### src/rtl/vbs_pkg.sv
package vbs_pkg;

   // Order in which set bits of the vector are served.
   typedef enum logic {
      VBS_HIGH_FIRST = 1'b0,
      VBS_LOW_FIRST  = 1'b1
   } vbs_order_e;

endpackage

### src/rtl/vbs_select_net.sv
// Combinational network choosing one set bit of the stored vector.
module vbs_select_net #(
   parameter int                   WIDTH = 8,
   parameter vbs_pkg::vbs_order_e  ORDER = vbs_pkg::VBS_HIGH_FIRST
) (
   input  logic [WIDTH-1:0] vec_i,
   output logic [WIDTH-1:0] sel_o
);

   localparam logic [WIDTH-1:0] ONE = {{(WIDTH-1){1'b0}}, 1'b1};

   generate
      if (ORDER == vbs_pkg::VBS_HIGH_FIRST) begin : g_high
         // Prefix-OR mask from the top down; a lane is selected where the
         // mask first turns on, found by XOR of neighbouring mask bits.
         logic [WIDTH:0] mask;
         assign mask[WIDTH] = 1'b0;
         for (genvar j = WIDTH - 1; j >= 0; j--) begin : g_lane
            assign mask[j]  = mask[j+1] | vec_i[j];
            assign sel_o[j] = mask[j] ^ mask[j+1];
         end
      end else begin : g_low
         // Two's-complement isolation of the lowest set bit.
         assign sel_o = vec_i & (~vec_i + ONE);
      end
   endgenerate

endmodule

### src/rtl/vbs_vector_reg.sv
// Holds the vector still to be sequenced.
module vbs_vector_reg #(
   parameter int WIDTH = 8
) (
   input  logic             clk_i,
   input  logic             rst_ni,
   input  logic             take_i,
   input  logic [WIDTH-1:0] take_val_i,
   input  logic             clr_i,
   input  logic [WIDTH-1:0] clr_mask_i,
   output logic [WIDTH-1:0] vec_o
);

   logic [WIDTH-1:0] vec_q;

   always_ff @(posedge clk_i) begin
      if (!rst_ni) begin
         vec_q <= '0;
      end else if (take_i) begin
         vec_q <= take_val_i;
      end else if (clr_i) begin
         vec_q <= vec_q & ~clr_mask_i;
      end
   end

   assign vec_o = vec_q;

endmodule

### src/rtl/vbs_status.sv
// Empty detection on the stored vector.
module vbs_status #(
   parameter int WIDTH = 8
) (
   input  logic [WIDTH-1:0] vec_i,
   output logic             empty_o
);

   assign empty_o = ~|vec_i;

endmodule

### src/rtl/vaddr_bit_sequencer.sv
module vaddr_bit_sequencer #(
   parameter int                   WIDTH = 8,
   parameter vbs_pkg::vbs_order_e  ORDER = vbs_pkg::VBS_HIGH_FIRST
) (
   input  logic             clk_i,
   input  logic             rst_ni,
   input  logic             load_i,
   input  logic [WIDTH-1:0] vec_i,
   input  logic             adv_i,
   output logic [WIDTH-1:0] sel_o,
   output logic             valid_o,
   output logic             done_o
);

   localparam logic [WIDTH-1:0] ONE = {{(WIDTH-1){1'b0}}, 1'b1};

   initial begin
      assert (WIDTH >= 2) else $error("vaddr_bit_sequencer: WIDTH must be at least 2");
   end

   logic [WIDTH-1:0] vec_q;
   logic [WIDTH-1:0] pick;
   logic             empty;
   logic             take;
   logic             step;

   assign take = load_i & empty;
   assign step = adv_i & ~empty;

   vbs_vector_reg #(.WIDTH(WIDTH)) u_vreg (
      .clk_i      (clk_i),
      .rst_ni     (rst_ni),
      .take_i     (take),
      .take_val_i (vec_i),
      .clr_i      (step),
      .clr_mask_i (pick),
      .vec_o      (vec_q)
   );

   vbs_select_net #(.WIDTH(WIDTH), .ORDER(ORDER)) u_sel (
      .vec_i (vec_q),
      .sel_o (pick)
   );

   vbs_status #(.WIDTH(WIDTH)) u_stat (
      .vec_i   (vec_q),
      .empty_o (empty)
   );

   assign sel_o   = pick;
   assign done_o  = empty;
   assign valid_o = ~empty;


   load_capture_chk: assert property (@(posedge clk_i) disable iff (!rst_ni)
      (load_i && done_o) |=> (vec_q == $past(vec_i)));


   sel_single_chk: assert property (@(posedge clk_i) disable iff (!rst_ni)
      valid_o |-> ($countones(sel_o) == 1));


   sel_in_vec_chk: assert property (@(posedge clk_i) disable iff (!rst_ni)
      valid_o |-> ((sel_o & ~vec_q) == '0));

   generate
      if (ORDER == vbs_pkg::VBS_HIGH_FIRST) begin : g_order_high

         order_high_chk: assert property (@(posedge clk_i) disable iff (!rst_ni)
            valid_o |-> ((vec_q & ~(sel_o | (sel_o - ONE))) == '0));
      end else begin : g_order_low

         order_low_chk: assert property (@(posedge clk_i) disable iff (!rst_ni)
            valid_o |-> ((vec_q & (sel_o - ONE)) == '0));
      end
   endgenerate


   step_clear_chk: assert property (@(posedge clk_i) disable iff (!rst_ni)
      (adv_i && valid_o) |=> (vec_q == ($past(vec_q) & ~$past(sel_o))));


   hold_chk: assert property (@(posedge clk_i) disable iff (!rst_ni)
      (valid_o && !adv_i) |=> ($stable(sel_o) && valid_o));


   done_valid_chk: assert property (@(posedge clk_i) disable iff (!rst_ni)
      done_o != valid_o);


   idle_sel_chk: assert property (@(posedge clk_i) disable iff (!rst_ni)
      done_o |-> (sel_o == '0));


   busy_load_chk: assert property (@(posedge clk_i) disable iff (!rst_ni)
      (load_i && !done_o && !adv_i) |=> $stable(vec_q));


   idle_adv_chk: assert property (@(posedge clk_i) disable iff (!rst_ni)
      (done_o && !load_i) |=> done_o);


   one_per_cycle_chk: assert property (@(posedge clk_i) disable iff (!rst_ni)
      (adv_i && valid_o) |=> ($countones(vec_q) == $countones($past(vec_q)) - 1));

endmodule

### config.mk
export PLATFORM = sky130hd
export DESIGN_NAME = vaddr_bit_sequencer
export DESIGN_NICKNAME = d
export VERILOG_FILES = /design/src/rtl/vbs_pkg.sv /design/src/rtl/vbs_select_net.sv /design/src/rtl/vbs_vector_reg.sv /design/src/rtl/vbs_status.sv /design/src/rtl/vaddr_bit_sequencer.sv
export SDC_FILE = /design/constraint.sdc
export NUM_CORES = 1
export LEC_CHECK = 0
export ABC_AREA = 1
export BUFFER_PORTS_ARGS = -buffer_cell sky130_fd_sc_hd__buf_2
export CAP_MARGIN = 5
export CORE_MARGIN = 4
export CORE_UTILIZATION = 35
export CTS_CLUSTER_DIAMETER = 100
export DETAILED_ROUTE_END_ITERATION = 8
export HOLD_SLACK_MARGIN = 0.08
export SLEW_MARGIN = 10
export SYNTH_ARGS = -nofsm -noshare
export SYNTH_HDL_FRONTEND = slang
export SYNTH_HIERARCHICAL = 1
export SYNTH_SLANG_ARGS = --single-unit
### constraint.sdc
create_clock -name clk_i -period 1.3 [get_ports clk_i]
set_input_delay 0.13 -clock clk_i [delete_from_list [all_inputs] [get_ports clk_i]]
set_output_delay 0.13 -clock clk_i [all_outputs]
set_load 0.05 [all_outputs]
After elaboration in Yosys (flattened, before gate mapping)
Cells that the tools add are included.

storage, ports and cells
  bits in registers = 8
  bits of input ports = 12
  output and inout bits = 10
  logic and storage cells = 24

operators by class
  multiplexer cells = 2
  bitwise operators = 18
  reduce and logical (&&, ||, !) cells = 3

operators by type and width
  cell               count
  $mux 8             2
  $and 8x8->8        1
  $not 8->8          1
  $reduce_or 8->1    1
  $or 1x1->1         7
  $xor 1x1->1        7
  $and 1x1->1        2
  $reduce_bool 2->1  1
  $logic_not 1->1    1

Longest topological paths before layout
Gate-level depths: netlist of the first run.

  depth after elaboration = 12
  gate-level depth with buffers = 9
  gate-level depth less buffers = 8

Cells and area by module
The synthesis of the first run kept the hierarchy.

by module, submodules not included
  module               times used  cells an instance  area each (um^2)  sequential area each (um^2)
  vbs_vector_reg       1           60                 419.2             160.2
  vbs_select_net       1           18                 90.1              0.0
  vbs_status           1           7                  26.3              0.0
  vaddr_bit_sequencer  1           5                  18.8              0.0

Worst setup path before layout of the first run
No wires, ideal clock.

  path kind = register to register
  from = register u_vreg.vec_q[6], in the netlist u_vreg/vec_o[6]
  to = register u_vreg.vec_q[4], in the netlist u_vreg/vec_o[4]
  setup time = 0.116 ns
  arrival time = 2.245 ns
  required time = 1.184 ns
  setup slack = -1.061 ns
  stages on the path, launching flop included = 5
  path buffers = 0
  clock period less this slack = 2.361 ns
  cells stage by stage = dfxtp_1 > nor4_1 > nand2_1 > nand2_1 > a21oi_2

on the way
  word-level cells in the longest chain between the ends = 8
  elaborated cells between the ends (all ways) = 13
  classes of those cells = 2 x mux; 8 x bitwise; 3 x reduce/logical

RTL lines
  element                      line                       source
  start: declaration           vbs_vector_reg.sv:14       logic [WIDTH-1:0] vec_q;
  start signal: assignment     vbs_vector_reg.sv:20       vec_q <= take_val_i;
  start signal: assignment     vbs_vector_reg.sv:22       vec_q <= vec_q & ~clr_mask_i;
  $or 1x1->1 (*) (2 in a row)  vbs_select_net.sv:19       assign mask[j] = mask[j+1] | vec_i[j];
  $or 1x1->1                   vbs_select_net.sv:19
  $xor 1x1->1 (*)              vbs_select_net.sv:20       assign sel_o[j] = mask[j] ^ mask[j+1];
  named net sel_o[4]           vaddr_bit_sequencer.sv:10  output logic [WIDTH-1:0] sel_o,
  $not 8->8 (*)                vbs_vector_reg.sv:22
  $and 8x8->8 (*)              vbs_vector_reg.sv:22
  $mux 8 (*)                   vbs_vector_reg.sv:21       end else if (clr_i) begin
  $mux 8 (*)                   vbs_vector_reg.sv:19       end else if (take_i) begin

Mark *: on every way through the listed nets, which the timed path passes. The rest lies on a longest branch. The select of a mux whose other input is x is not followed.
A chain may end at the register's enable or synchronous reset.

Worst setup path after layout of the first run
  from = register u_vreg.vec_q[7], in the netlist u_vreg/vec_o[7]
  to = output port sel_o[1]

on the way
  word-level cells in the longest chain between the ends = 7

RTL lines
  element                      line
  $or 1x1->1 (*) (5 in a row)  vbs_select_net.sv:19
  $or 1x1->1                   vbs_select_net.sv:19
  $xor 1x1->1 (*)              vbs_select_net.sv:20
  end: declaration             vaddr_bit_sequencer.sv:10

Every way passes the cells marked *; elsewhere a longest branch is shown, timed or not.

==> results summary, run 1 <==
The final-stage net count is 137. The H-tree depth is 1. The remaining design rule violation count came out at 0. The compound-gate portion of the synthesized area is 12.6%. The data required time at the worst endpoint is 1170 ps. The number of ports placed on the die boundary came out at 22. The kind of critical path is reg -> out. The min-delay analysis places its worst path in the category in -> reg. The total routing resource utilization after global routing is 13.2%. The aggregate routed wire length came out at 1.33 mm. The startpoint of the tightest hold check path is rst_ni.

The number of warnings printed during yosys synthesis came out at 6. The final max-slew violation count is 0. Of the post-synthesis cell area, the part taken by muxes is 0%. The die is 47.8 um tall. The CTS clock-pin slew for the worst setup and hold paths is 60 ps.

The via density per instance is 4.31. The final HPWL from detailed placement is 1.08 mm. Of the synthesized area, sequential elements account for 28.9%.

The number of buffers created by CTS came out at 3. The number of buffers between clock root and the deepest sink came out at 2. The final period utilization came out at 107%. The vias after detailed routing came out at 604. The number of rows created at floorplan is 14. The final count of hold timing violations is 0.

At the pin with the least slew margin, the transition time is 255 ps. The first routing iteration left 4 violations. Each instance of the synthesized netlist takes up on average 6.16 um2.

At the worst endpoint, the arrival time is 1270 ps. The count of antenna-violating nets left after detailed routing is 0. The number of sinks driven by the clock tree is 8. The global-route wire length before repair came out at 1.99 mm.

The worst register-to-register path begins at u_vreg/vec_o[1]. The die extent in x is 47.8 um. The number of diodes is 0.

Of the cells placed in the final design, the portion with a size suffix greater than 1 is 54.8%. Setup violations remaining at the end of the flow were counted as 6. The number of instances in the synthesized netlist is 90. The xor-xnor portion of the synthesized cell area came out at 0%.

The post-synthesis to final-layout area growth came out at 72.0%. The remaining global-route overflow came out at 0. The worst path in the final design needs a cycle of 1400 ps, including I/O delays and setup.

The checks that failed: negative setup slack. The count of unique library cells instantiated by Yosys came out at 13. The number of search-and-repair iterations in the first detailed-routing pass came out at 3. Counting every net in the synthesized netlist gives 102. The detailed-route wire length per cell is 9.49 um. Routability-driven placement finished with a final weighted congestion of 0.788. The maximum fanout along the worst path is 4. The number of register bits inferred by synthesis is 8.

Counting the fill cells in the layout gives 134. The run finished, with violations left. The initial utilization of the core area, before any placement, comes to 36.8%. The adder and majority cell fraction of the synthesized area came out at 0%.

In this run the clock root is driven by a sky130_fd_sc_hd__clkbuf_4. The via count of the first global-routing pass came to 496. The total of buffers placed on input and output ports is 21. The placeable core area came out at 1510 um2. Setup repair after global routing could not meet its margin everywhere. Summing the areas of all and, or, nand and nor instances in the mapped netlist gives 38.6% of the synthesized area. The insertion delay to the later sink of the worst-skew pair is 250 ps. The timing startpoint of the critical path is u_vreg/vec_o[7]. The clock arrives with 7.92 ps of skew. The worst setup path is launched from a flop. The highest clock rate came out at 716 MHz. TritonCTS built the clock tree. The summed instance area of the synthesized netlist came out at 554 um2. The floorplan step defined a die boundary enclosing 2280 um2. The flip-flop count of the largest register after layout is 8.

Measured against its own limit, the worst slew margin works out to 82.9%. The number of antenna violations at the first check in global routing is 0. The pin count of the biggest net entering global routing came out at 10.

After synthesis, the largest family of logic cells by area is simple AND/OR/NAND/NOR gates. The worst setup path is captured at an output pin. Once routing completed, OpenROAD measured the worst setup slack at -96.0 ps. Hold is met by 169 ps. The max-cap violation count came out at 0.
[cell usage in the layout (no fill, tap or decap), types with 3 or more instances in the layout]
cell type,Yosys,routed
sky130_fd_sc_hd__nand2_1,36,33
sky130_fd_sc_hd__inv_1,17,13
sky130_fd_sc_hd__buf_2,0,12
sky130_fd_sc_hd__buf_4,2,10
sky130_fd_sc_hd__buf_6,2,8
sky130_fd_sc_hd__a21oi_2,8,8
sky130_fd_sc_hd__inv_2,0,4
sky130_fd_sc_hd__nor2_4,0,4
sky130_fd_sc_hd__clkbuf_4,0,4
sky130_fd_sc_hd__nor2_1,9,4
sky130_fd_sc_hd__dfxtp_1,8,4
sky130_fd_sc_hd__nand2_2,0,3
sky130_fd_sc_hd__nor3_4,0,3
[synthesized netlist by cell type, drive strengths merged]
cell type  instances  area share [%]
buf                4             6.8
inv               18              13
nand2             36              24
nand4              1             2.3
nor2              10             7.2
dfxtp              8              29
a21oi              8              13
nand3              1            0.90
nor4               1             1.1
nor3               3             2.7
[kinds of logic (layout without fill, tap and decap cells)]
group / count (synthesis) / in the layout
AO/OA/AOI/OAI: 8 / 8
flip-flops: 8 / 8
AND/OR/NAND/NOR: 52 / 52
buffers and inverters: 22 / 56
[metal layers]
layer | vias to the layer above | GRT usage [%] | wire [um]
li1 | 334 | - | -
met1 | 249 | 15.4 | 575
met2 | 17 | 19.8 | 631
met3 | 4 | 2.26 | 76
met4 | 0 | 12.9 | 46
met5 | - | 0 | 0
[path summary, 6_finish.rpt]
path	end	slack [ps]	cells after the start
max	sel_o[1]	-100	4
min	u_vreg/vec_o[7]	170	3
max reg2reg	u_vreg/vec_o[0]	20	9
min reg2reg	u_vreg/vec_o[3]	490	2
[critical path, cell delays in order (launching register included)]
cell and delay [ps]:
sky130_fd_sc_hd__dfxtp_4 360, sky130_fd_sc_hd__nor2_4 140, sky130_fd_sc_hd__nand4_4 150, sky130_fd_sc_hd__nor3_4 180, sky130_fd_sc_hd__buf_6 180
[per-stage QoR]
stage	instances	cell area (um2)	TNS (ps)	setup WS [ps]	util (%)
finish	140	953	-304	-96.0	63.3
global route	140	953	-1260	-162	63.3
CTS	137	901	-365	-109	59.8
detailed placement	131	807	0	5.89	53.6
global placement	131	807	0	29.2	53.6
floorplan	90	647	-774	-170	-
[what timing repair did]
item,4_1_cts,5_1_grt
buffers inserted,2,3
endpoints found under the setup margin,13,17
hold buffers,0,0
pin swaps,4,5
gates resized for setup,18,11
[cell type report]
cell class,count,area [um2],area share (%)
Clock buffer,4,26.3,2.76
Inverter,18,72.6,7.61
Multi-Input combinational cell,60,382,40.0
Sequential cell,8,170,17.8
Tap cell,16,20.0,2.10
Timing Repair Buffer,34,283,29.7
Power of run 1 is not shown: default switching activity piles up to over one toggle a cycle in this logic, so the estimate is an artifact.
==> run 2: changes to the inputs <==
CELL_PAD_IN_SITES_DETAIL_PLACEMENT = 2   (was not set)
CELL_PAD_IN_SITES_GLOBAL_PLACEMENT = 2   (was not set)
CORE_UTILIZATION = 22   (was 35)
PLACE_DENSITY_LB_ADDON = 0.1   (was not set)
clock period = 1.5 ns   (was 1.3 ns; I/O delays follow)
==> results summary, run 2 (same netlist as run 1, synthesis figures left out) <==
The run finished with clean final reports. In the final design database the tool counted 129 nets. In this run the critical register-to-register path is captured at u_vreg/vec_o[4]. The remaining design rule violation count came out at 0. For hold timing, the worst endpoint is u_vreg/vec_o[2]. The first TritonRoute pass finished after 3 iterations. In this run the register-to-register setup slack is 180 ps.

The number of antenna violations at the first check in global routing is 0. The vias after detailed routing came out at 605. The number of gates resized after CTS was 5.

Leaving out fill and tap cells, the most frequent cell in the layout is sky130_fd_sc_hd__nand2_1. The arrival time of the worst setup path came out at 1270 ps. The count of antenna-violating nets left after detailed routing is 0.

The number of ports placed on the die boundary is 22. The final non-filler cell total is 143. The worst setup path is captured at an output pin.

The startpoint of the most critical register-to-register path is u_vreg/vec_o[7]. The floorplan die height is 58.2 um. The number of diodes came out at 0. After the first detailed-routing iteration, the DRC count stood at 18. Clock tree synthesis selected as its root buffer the cell sky130_fd_sc_hd__clkbuf_4. The number of cells on the worst reg-to-reg path came out at 8.

The number of sinks driven by the clock tree is 8. The remaining global-route overflow came out at 0. The total routing resource utilization after global routing came out at 10.5%.

The data required time at the worst endpoint is 1350 ps. The final count of hold timing violations was 0. The startpoint of the tightest hold check path is rst_ni. The via density per instance is 4.23.

Of the cells placed in the final design, the portion with a size suffix greater than 1 is 44.3%. The highest clock rate came out at 703 MHz. The flip-flop count of the largest register after layout is 8. The initial utilization of the core area, before any placement, comes to 24.1%. Headroom to the max-slew limit came out at 83.5%.

Hold repair after CTS inserted 0 buffers. At the end of routability-driven placement, the weighted congestion stood at 0.673. The number of buffers between clock root and the deepest sink came out at 2. Once detailed placement completed, the half-perimeter wirelength came to 1.39 mm. The worst setup path is of the reg -> out kind. The final max-slew violation count came out at 0. The insertion delay to the later sink of the worst-skew pair came out at 240 ps. The CTS clock-pin slew for the worst setup and hold paths is 50 ps. Setup repair after global routing could not meet its margin everywhere. The via count of the first global-routing pass is 631. The detailed-route wire length per cell came out at 11.3 um. The number of buffers created by CTS came out at 3. The pin count of the biggest net entering global routing is 10. The die extent in x came out at 58.2 um. The max-cap violation count is 0.

The worst hold slack is 214 ps. The die area came out at 3390 um2. The total of buffers placed on input and output ports came out at 21. The post-synthesis to final-layout area growth is 45.6%. The worst-case clock skew is 1.11 ps. The placeable core area came out at 2300 um2. In the finished design, the share of the clock period the worst path needs comes to 94.8%. The H-tree depth is 1. The count of cells along the worst hold path came out at 3. The final layout contains routed wiring with a total length of 1.61 mm. The final number of setup-violating endpoints came out at 0. The number of rows created at floorplan is 17. The worst setup path is launched from a flop. The cell count after placement is 140. The clock tree from TritonCTS is done.

The maximum fanout along the worst path is 4. The number of setup buffers added after CTS came out at 0. The first global-routing pass estimated 2.70 mm of wire. The type of the tightest min-delay check is in -> reg. The measured slew at the worst slew-check pin came out at 249 ps.

Leaving out fill and tap cells, the most frequent cells in the layout are sky130_fd_sc_hd__nand2_1 (36), sky130_fd_sc_hd__buf_2 (16), sky130_fd_sc_hd__inv_1 (14), sky130_fd_sc_hd__a21oi_2 (8), sky130_fd_sc_hd__dfxtp_1 (8). The final critical delay including setup and external delays is 1420 ps.
[run 2: worst max-delay path, stage by stage (launching register included)]
cell and delay [ps]:
sky130_fd_sc_hd__dfxtp_1 330, sky130_fd_sc_hd__buf_4 160, sky130_fd_sc_hd__nor4_4 290, sky130_fd_sc_hd__buf_4 240
[run 2: worst max path at each step]
stage | startpoint | endpoint | cells after the start
after CTS | u_vreg/vec_o[6] | sel_o[4] | 3
final | u_vreg/vec_o[6] | sel_o[4] | 3
after detailed placement | u_vreg/vec_o[7] | u_vreg/vec_o[1] | 8
after global placement | u_vreg/vec_o[7] | u_vreg/vec_o[4] | 8
after floorplan | u_vreg/vec_o[6] | u_vreg/vec_o[2] | 6
after global routing | u_vreg/vec_o[6] | sel_o[1] | 4
[run 2: final cells by class]
class                   count  area, um2
clock buffers               3       22.5
well taps                  28       35.0
inverters                  18       76.3
fillers                   297       1490
multi-input cells          60        350
repair buffers             26        163
flip-flops and latches      8        160
[run 2: routing by layer]
metal  vias up  track usage (%)  part of all wire (%)
li1        322                -                     -
met1       265             15.1                    47
met2        16             15.2                    46
met3         2            0.223                   5.3
met4         0             6.95                   1.7
met5         -                0                     0
[run 2: metrics by stage]
stage / setup TNS [ps] / setup slack (ps) / instance area, um2 / utilization [%]
finish: 0 / 77.3 / 807 / 35.1
global route: -4.99 / -4.47 / 807 / 35.1
CTS: 0 / 1.64 / 795 / 34.6
detailed placement: 0 / 134 / 752 / 32.7
global placement: 0 / 158 / 752 / 32.7
floorplan: 0 / 6.08 / 612 / -
Power of run 2 is left out for the same reason.
